## src/rtl/rs_frame_encoder.sv

```systemverilog
module rs_frame_encoder (
  input  logic         clk,
  input  logic         rst_n,
  input  logic         in_valid,
  input  logic         in_sof,
  input  logic [29:0]  in_data,
  input  logic         out_ready,
  output logic         out_valid,
  output logic [119:0] out_frame
);
  localparam int WORD_W   = 30;
  localparam int N_WORDS  = 4;
  localparam int FRAME_W  = WORD_W * N_WORDS;
  localparam int SYM_W    = 4;
  localparam int MSG_SYMS = 22;
  localparam int MSG_W    = MSG_SYMS * SYM_W;
  localparam int SLICE_W  = MSG_W / N_WORDS;
  localparam int PAR_W    = FRAME_W - MSG_W;
  localparam logic [3:0] G3 = 4'hD, G2 = 4'hC, G1 = 4'h8, G0 = 4'h7;

  logic [1:0]         cnt, idx;
  logic [SLICE_W-1:0] w0, w1, w2;
  logic [MSG_W-1:0]   msg;
  logic               done, load;

  function automatic logic [3:0] gf_mul(input logic [3:0] a, input logic [3:0] b);
    logic [3:0] p, x;
    p = '0;
    x = a;
    for (int i = 0; i < 4; i++) begin
      if (b[i]) p = p ^ x;
      x = {x[2:0], 1'b0} ^ (x[3] ? 4'h3 : 4'h0);
    end
    return p;
  endfunction

  function automatic logic [15:0] lfsr_step(input logic [15:0] r, input logic [3:0] s);
    logic [3:0] fb;
    fb = s ^ r[15:12];
    return {r[11:8] ^ gf_mul(fb, G3), r[7:4] ^ gf_mul(fb, G2),
            r[3:0] ^ gf_mul(fb, G1), gf_mul(fb, G0)};
  endfunction

  function automatic logic [PAR_W-1:0] rs_parity(input logic [MSG_W-1:0] m);
    logic [15:0] ra, rb;
    ra = '0;
    rb = '0;
    for (int j = 0; j < MSG_SYMS; j++) begin
      if (j % 2 == 0) ra = lfsr_step(ra, m[MSG_W-1-SYM_W*j -: SYM_W]);
      else            rb = lfsr_step(rb, m[MSG_W-1-SYM_W*j -: SYM_W]);
    end
    return {ra[15:12], rb[15:12], ra[11:8], rb[11:8], ra[7:4], rb[7:4], ra[3:0], rb[3:0]};
  endfunction

  assign idx  = in_sof ? 2'd0 : cnt;
  assign done = in_valid && (idx == 2'd3);
  assign load = done && (!out_valid || out_ready);
  assign msg  = {w0, w1, w2, in_data[SLICE_W-1:0]};

  always_ff @(posedge clk or negedge rst_n) begin
    if (!rst_n) begin
      cnt       <= '0;
      w0        <= '0;
      w1        <= '0;
      w2        <= '0;
      out_valid <= 1'b0;
      out_frame <= '0;
    end else begin
      if (in_valid) begin
        cnt <= idx + 2'd1;
        case (idx)
          2'd0:    w0 <= in_data[SLICE_W-1:0];
          2'd1:    w1 <= in_data[SLICE_W-1:0];
          2'd2:    w2 <= in_data[SLICE_W-1:0];
          default: ;
        endcase
      end
      if (load) begin
        out_frame <= {msg, rs_parity(msg)};
        out_valid <= 1'b1;
      end else if (out_ready) begin
        out_valid <= 1'b0;
      end
    end
  end

  function automatic logic syndromes_zero(input logic [FRAME_W-1:0] f);
    logic [3:0] root, acc;
    logic ok;
    ok   = 1'b1;
    root = 4'h1;
    for (int i = 1; i <= 4; i++) begin
      root = gf_mul(root, 4'h2);
      for (int k = 0; k < 2; k++) begin
        acc = '0;
        for (int j = 0; j < 15; j++)
          acc = gf_mul(acc, root) ^ f[FRAME_W-1-SYM_W*(2*j+k) -: SYM_W];
        if (acc != 4'h0) ok = 1'b0;
      end
    end
    return ok;
  endfunction

  a_r5_zero_syndromes: assert property (@(posedge clk) disable iff (!rst_n)
    out_valid |-> syndromes_zero(out_frame));

  a_r7_hold_stable: assert property (@(posedge clk) disable iff (!rst_n)
    out_valid && !out_ready |=> out_valid && $stable(out_frame));

  a_r6_frame_on_fourth_word: assert property (@(posedge clk) disable iff (!rst_n)
    $rose(out_valid) |-> $past(in_valid && !in_sof));

  a_r8_handshake_clear: assert property (@(posedge clk) disable iff (!rst_n)
    out_valid && out_ready && !in_valid |=> !out_valid);
endmodule

```

## config.mk

```make
export PLATFORM = sky130hd
export DESIGN_NAME = rs_frame_encoder
export DESIGN_NICKNAME = d
export VERILOG_FILES = /design/src/rtl/rs_frame_encoder.sv
export SDC_FILE = /design/constraint.sdc
export NUM_CORES = 1
export LEC_CHECK = 0
export CORE_ASPECT_RATIO = 0.75
export CORE_MARGIN = 2
export CORE_UTILIZATION = 34
export DETAILED_ROUTE_END_ITERATION = 10
export PLACE_DENSITY_LB_ADDON = 0.25
export REMOVE_ABC_BUFFERS = 1
export SETUP_SLACK_MARGIN = 0.3
export SLEW_MARGIN = 25
export SYNTH_ARGS = -nofsm -noshare
export SYNTH_HDL_FRONTEND = slang
export SYNTH_SLANG_ARGS = --single-unit
export TNS_END_PERCENT = 20
```

## constraint.sdc

```tcl
create_clock -name clk -period 5.52 [get_ports clk]
set_input_delay 1.104 -clock clk [delete_from_list [all_inputs] [get_ports clk]]
set_output_delay 1.104 -clock clk [all_outputs]
set_load 0.005 [all_outputs]
```

==> flow_summary.toml, run 1 <==
[outcome]
status = "finished clean"

[timing]
tightest_slew_ps = 711.2
worst_slack_ps = 394.3
slew_violations = 0
period_minus_slack_ps = 5126
fmax_mhz = 195.1
hold_viol_final = 0
rsz0062_at_grt = "yes"
slew_headroom = 0.5259
setup_violations = 0
finalCritPeriodShare = 0.9286
fin_skew_ps = 9.513
tns_ps = 0

[synth]
netlist_area_mm2 = 0.01392
yosysTopAreaCell = "dfrtp_1"
ys_seq_area_frac = 0.3398
synth.top_cells.by_area = "dfrtp_1, xnor3_1, xnor2_1"
yosysUniqueCellTypes = 31
synth_seq_cells = 189
synth_top_cell_area_share = 0.3398
async_flop_share = 1.000
yosysMostFrequentCell = "nand2_1"
synth_edf_count = 0
synth_warnings = 0
synth_commonest_cells = "nand2_1, dfrtp_1, xnor2_1"
syn-instance-count = 1109
synth-main-ff-cell = "dfrtp_1"
avgSynthCellArea_um2 = 12.55

[finish]
nets = 1297
fillers = 3815
post_route_cells_drive_above_1_share = 0.1676
syn_to_final_growth_pct = 21.17
diodes = 0

[worst_setup_path]
critical_path.endpoint_type = "flip-flop"
crit_arrival_ps = 5480
worst-setup-path-type = "flip-flop to flip-flop"
cp-start-kind = "flip-flop"
crit_fanout = 7
setup.worst_path.start = "w0[8]$_DFFE_PN0P_"
regToRegStartpoint = "w0[8]$_DFFE_PN0P_"
cp.required_ps = 5880

[drt]
first_pass_iters = 5
num_vias = 8248
drtIter0Drc = 459
drtAntennaViolNets = 0
finalWirelength_um = 36780
drc = 0
vias_per_cell = 4.585
wire_per_inst_um = 20.44

[cts]
cts_hold_buf = 0
cts_made_buffers = 17
cts_buffer_depth = 2
htree_levels = 4
path_clk_slew_ps = 80
clock-sinks = 189
clk_latency_ps = 470
cts.root.buffer_cell = "clkbuf_16"
cts_tree = "built"

[worst_hold_path]
hold_class = "flip-flop to flip-flop"
min_from = "out_frame[90]$_DFFE_PN0P_"

[place]
routabilityCongestion = 0.8676
port_buffers = 147
post-place-ws_ps = 274.0
hpwl_um = 27380

[floorplan]
core_mm2 = 0.04060
rows = 64
die_w_um = 237.6
die_h_um = 179.2
start_util = 0.3428
num_io_pins = 156
die-area_mm2 = 0.04259

[global_route]
first_global_vias = 8246
grt_pass1_wl_um = 55410
grt_max_degree = 111
grt_usage = 0.1797
overflow = 0
antenna_found_initial = 0

[flow_run]
cap_viol_max_count = 0
-- critical path, stage by stage (launching register included) --
cell and delay, ps:
dfrtp_1 610, xnor3_1 450, xor3_1 510, xnor2_2 290
xnor3_2 480, xor3_2 520, xnor3_1 400, xnor2_1 290
xnor3_2 350, xnor3_1 470, xnor3_1 370, mux2_4 270
-- through the flow --
| stage | hold WS [ps] | util | cell area (um2) | std cells |
|---|---|---|---|---|
| 3_5_place_dp | 461.9 | 0.3961 | 16080 | 1764 |
| 3_3_place_gp | 460.0 | 0.3961 | 16080 | 1764 |
| 4_1_cts | 481.9 | 0.4123 | 16740 | 1796 |
| 2_1_floorplan | 457.0 | - | 13670 | 1057 |
| 6_report | 472.2 | 0.4154 | 16860 | 1799 |
| 5_1_grt | 489.8 | 0.4154 | 16860 | 1799 |
-- layout by cell type, fill, tap and decap left out, types with 23 or more instances in the layout --
master / count
xor2_1: 84
nand2_1: 298
xnor2_1: 160
o21ai_1: 24
buf_4: 33
xnor3_1: 117
clkdlybuf4s50_1: 146
xor3_1: 23
dfrtp_1: 187
mux2_2: 68
-- state kept, by name, indices dropped and copies added (netlist names) --
register	count
out_valid	1
w1	22
w2	22
w0	22
cnt	2
out_frame	120
-- layer usage --
layer | global-route usage | part of all wire
met5 | 0 | 0
met4 | 0.04324 | 0.0091
met3 | 0.04080 | 0.056
met2 | 0.2403 | 0.40
met1 | 0.2865 | 0.54
-- final timing paths --
| check | slack, ps | end | cells after the start |
|---|---|---|---|
| hold reg to reg | 470 | out_frame[90]$_DFFE_PN0P_ | 2 |
| setup reg to reg | 390 | out_frame[11]$_DFFE_PN0P_ | 11 |
| hold / removal | 470 | out_frame[90]$_DFFE_PN0P_ | 2 |
| setup / recovery | 390 | out_frame[11]$_DFFE_PN0P_ | 11 |
| max in group asynchronous | 3790 | w0[15]$_DFFE_PN0P_ | 2 |
| min in group asynchronous | 640 | out_frame[10]$_DFFE_PN0P_ | 1 |
-- final cells by class --
cell class / instances / area [um2] / area share
Inverter: 2 / 7.507 / 0.0004451
Tap cell: 528 / 660.6 / 0.03917
Clock buffer: 21 / 480.5 / 0.02849
Multi-Input combinational cell: 866 / 9046 / 0.5364
Clock inverter: 11 / 175.2 / 0.01039
Timing Repair Buffer: 182 / 1763 / 0.1045
Sequential cell: 189 / 4732 / 0.2806
-- repair_timing --
action                     CTS  global route
buffers inserted             0             3
setup endpoints to repair    0            16
gates resized for setup      0            13
-- kinds of logic (layout without fill, tap and decap cells) --
logic type,count (synthesis),after routing,share of synthesized area
XOR/XNOR,455,455,0.4865
AND/OR/NAND/NOR,307,307,0.08396
flip-flops,189,189,0.3398
multiplexers,69,69,0.05609
buffers and inverters,54,216,0.01870
AO/OA/AOI/OAI,31,31,0.01133
adder cells (fa/ha/maj),4,4,0.003596
Power of run 1 is not shown: default switching activity piles up to over one toggle a cycle in this logic, so the estimate is an artifact.
==> run 2, diff against run 1 <==
==> constraint.sdc (replaced) <==
create_clock -name clk -period 6.5 [get_ports clk]
set_input_delay 1.3 -clock clk [delete_from_list [all_inputs] [get_ports clk]]
set_output_delay 1.3 -clock clk [all_outputs]
set_load 0.005 [all_outputs]
==> run 2 against run 1 <==
  * Non-clock buffer count is 26 lower
  * Cell area is 2.1% lower
  * Setup slack better by 610 ps
  * Die area stayed put
  * Global-route usage is 0.45 points lower
==> flow_summary.toml, run 2 (same netlist as run 1, synthesis figures left out) <==
[global_route]
grt_usage = 0.1752
grt_pass1_wl_um = 54430
gr-usage-met1 = 0.2775
first_global_vias = 8263
antenna_found_initial = 2
use_met3 = 0.04311
grt_max_degree = 103
use_met2 = 0.2373
top_usage_layer = "met1"
overflow = 0

[cts]
cts_setup_buffers = 0
htree_levels = 4
path_clk_slew_ps = 80
cts.root.buffer_cell = "clkbuf_16"
clk_latency_ps = 460
cts_tree = "built"
cts_buffer_depth = 2
cts_made_buffers = 17
clock-sinks = 189
post_cts_resized = 0
cts_hold_buf = 0

[worst_setup_path]
reg2reg_depth = 11
worst-setup-path-type = "flip-flop to flip-flop"
cp.required_ps = 6850
regToRegStartpoint = "w0[8]$_DFFE_PN0P_"
critical_path.endpoint_type = "flip-flop"
cp-start-kind = "flip-flop"
r2r_slack_ps = 1000
r2r_end = "out_frame[11]$_DFFE_PN0P_"
crit_arrival_ps = 5850
crit_fanout = 9

[finish]
fillers = 3820
final_cell_mix = "nand2_1, dfrtp_1, xnor2_1, clkdlybuf4s50_1, xnor3_1"
top_register = "out_frame"
multiInputGateArea_mm2 = 0.008942
nets = 1271
syn_to_final_growth_pct = 18.65
largest_reg_flops = 120
regArea_mm2 = 0.004730
finalInstanceArea_mm2 = 0.01651
post_route_cells_drive_above_1_share = 0.1430
layout_commonest_cell = "nand2_1"
diodes = 0

[floorplan]
die-area_mm2 = 0.04259
core_mm2 = 0.04060
die_w_um = 237.6
die_h_um = 179.2
start_util = 0.3428
rows = 64
num_io_pins = 156

[timing]
hold_viol_final = 0
period_minus_slack_ps = 5495
worst_slack_ps = 1005
slew_headroom = 0.4022
setup_violations = 0
fmax_mhz = 182.0
tns_ps = 0
rsz0062_at_grt = "no"
fin_skew_ps = 13.43
finalCritPeriodShare = 0.8454
tightest_slew_ps = 896.7
slew_violations = 0

[drt]
drtAntennaViolNets = 0
drtIter0Drc = 533
num_vias = 8140
wire_per_inst_um = 20.36
finalWirelength_um = 36100
drc = 0
first_pass_iters = 4
vias_per_cell = 4.591

[place]
routabilityCongestion = 0.8708
post-place-ws_ps = 890.0
port_buffers = 147
dpl_cell_area_mm2 = 0.01590
hpwl_um = 26740

[worst_hold_path]
min_from = "out_frame[111]$_DFFE_PN0P_"
holdPathEnd = "out_frame[111]$_DFFE_PN0P_"
whs_path_depth = 2
hold_class = "flip-flop to flip-flop"

[outcome]
status = "finished clean"

[flow_run]
cap_viol_max_count = 0
run 2: how the worst max path moves through the flow:
stage | depth (start not counted) | slack, ps | start | end
floorplan | 5 | 1470 | in_sof | out_frame[8]$_DFFE_PN0P_
global placement | 10 | 960 | in_data[16] | out_frame[11]$_DFFE_PN0P_
detailed placement | 10 | 890 | in_data[16] | out_frame[11]$_DFFE_PN0P_
CTS | 11 | 1000 | w0[17]$_DFFE_PN0P_ | out_frame[11]$_DFFE_PN0P_
global route | 11 | 750 | w0[17]$_DFFE_PN0P_ | out_frame[11]$_DFFE_PN0P_
finish | 11 | 1000 | w0[8]$_DFFE_PN0P_ | out_frame[11]$_DFFE_PN0P_
run 2: final cells by class:
type	count	area share
Inverter	2	0.0004546
Timing Repair Buffer	156	0.09417
Sequential cell	189	0.2864
Multi-Input combinational cell	866	0.5415
Clock inverter	15	0.01174
Tap cell	528	0.04000
Clock buffer	17	0.02576
run 2: worst max-delay path, cell delays in order, from the launching register on:
cell     delay [ps]
dfrtp_1         670
xnor3_1         450
xor2_2          360
xnor3_2         550
xor2_1          470
xnor2_1         310
xnor3_1         420
xnor3_2         450
xnor3_2         450
xnor3_1         590
xnor3_1         390
mux2_4          270
run 2: per-layer routing:
| metal | share of wire | vias to the layer above |
|---|---|---|
| li1 | - | 3850 |
| met1 | 0.54 | 4129 |
| met2 | 0.40 | 145 |
| met3 | 0.052 | 16 |
| met4 | 0.0077 | 0 |
| met5 | 0 | - |
run 2: stage by stage:
stage	util	hold slack [ps]	instances
floorplan	-	457.0	1057
global placement	0.3915	460.4	1741
detailed placement	0.3915	461.3	1741
CTS	0.4068	482.5	1773
global route	0.4068	498.5	1773
finish	0.4068	477.2	1773
Power of run 2 is left out for the same reason.
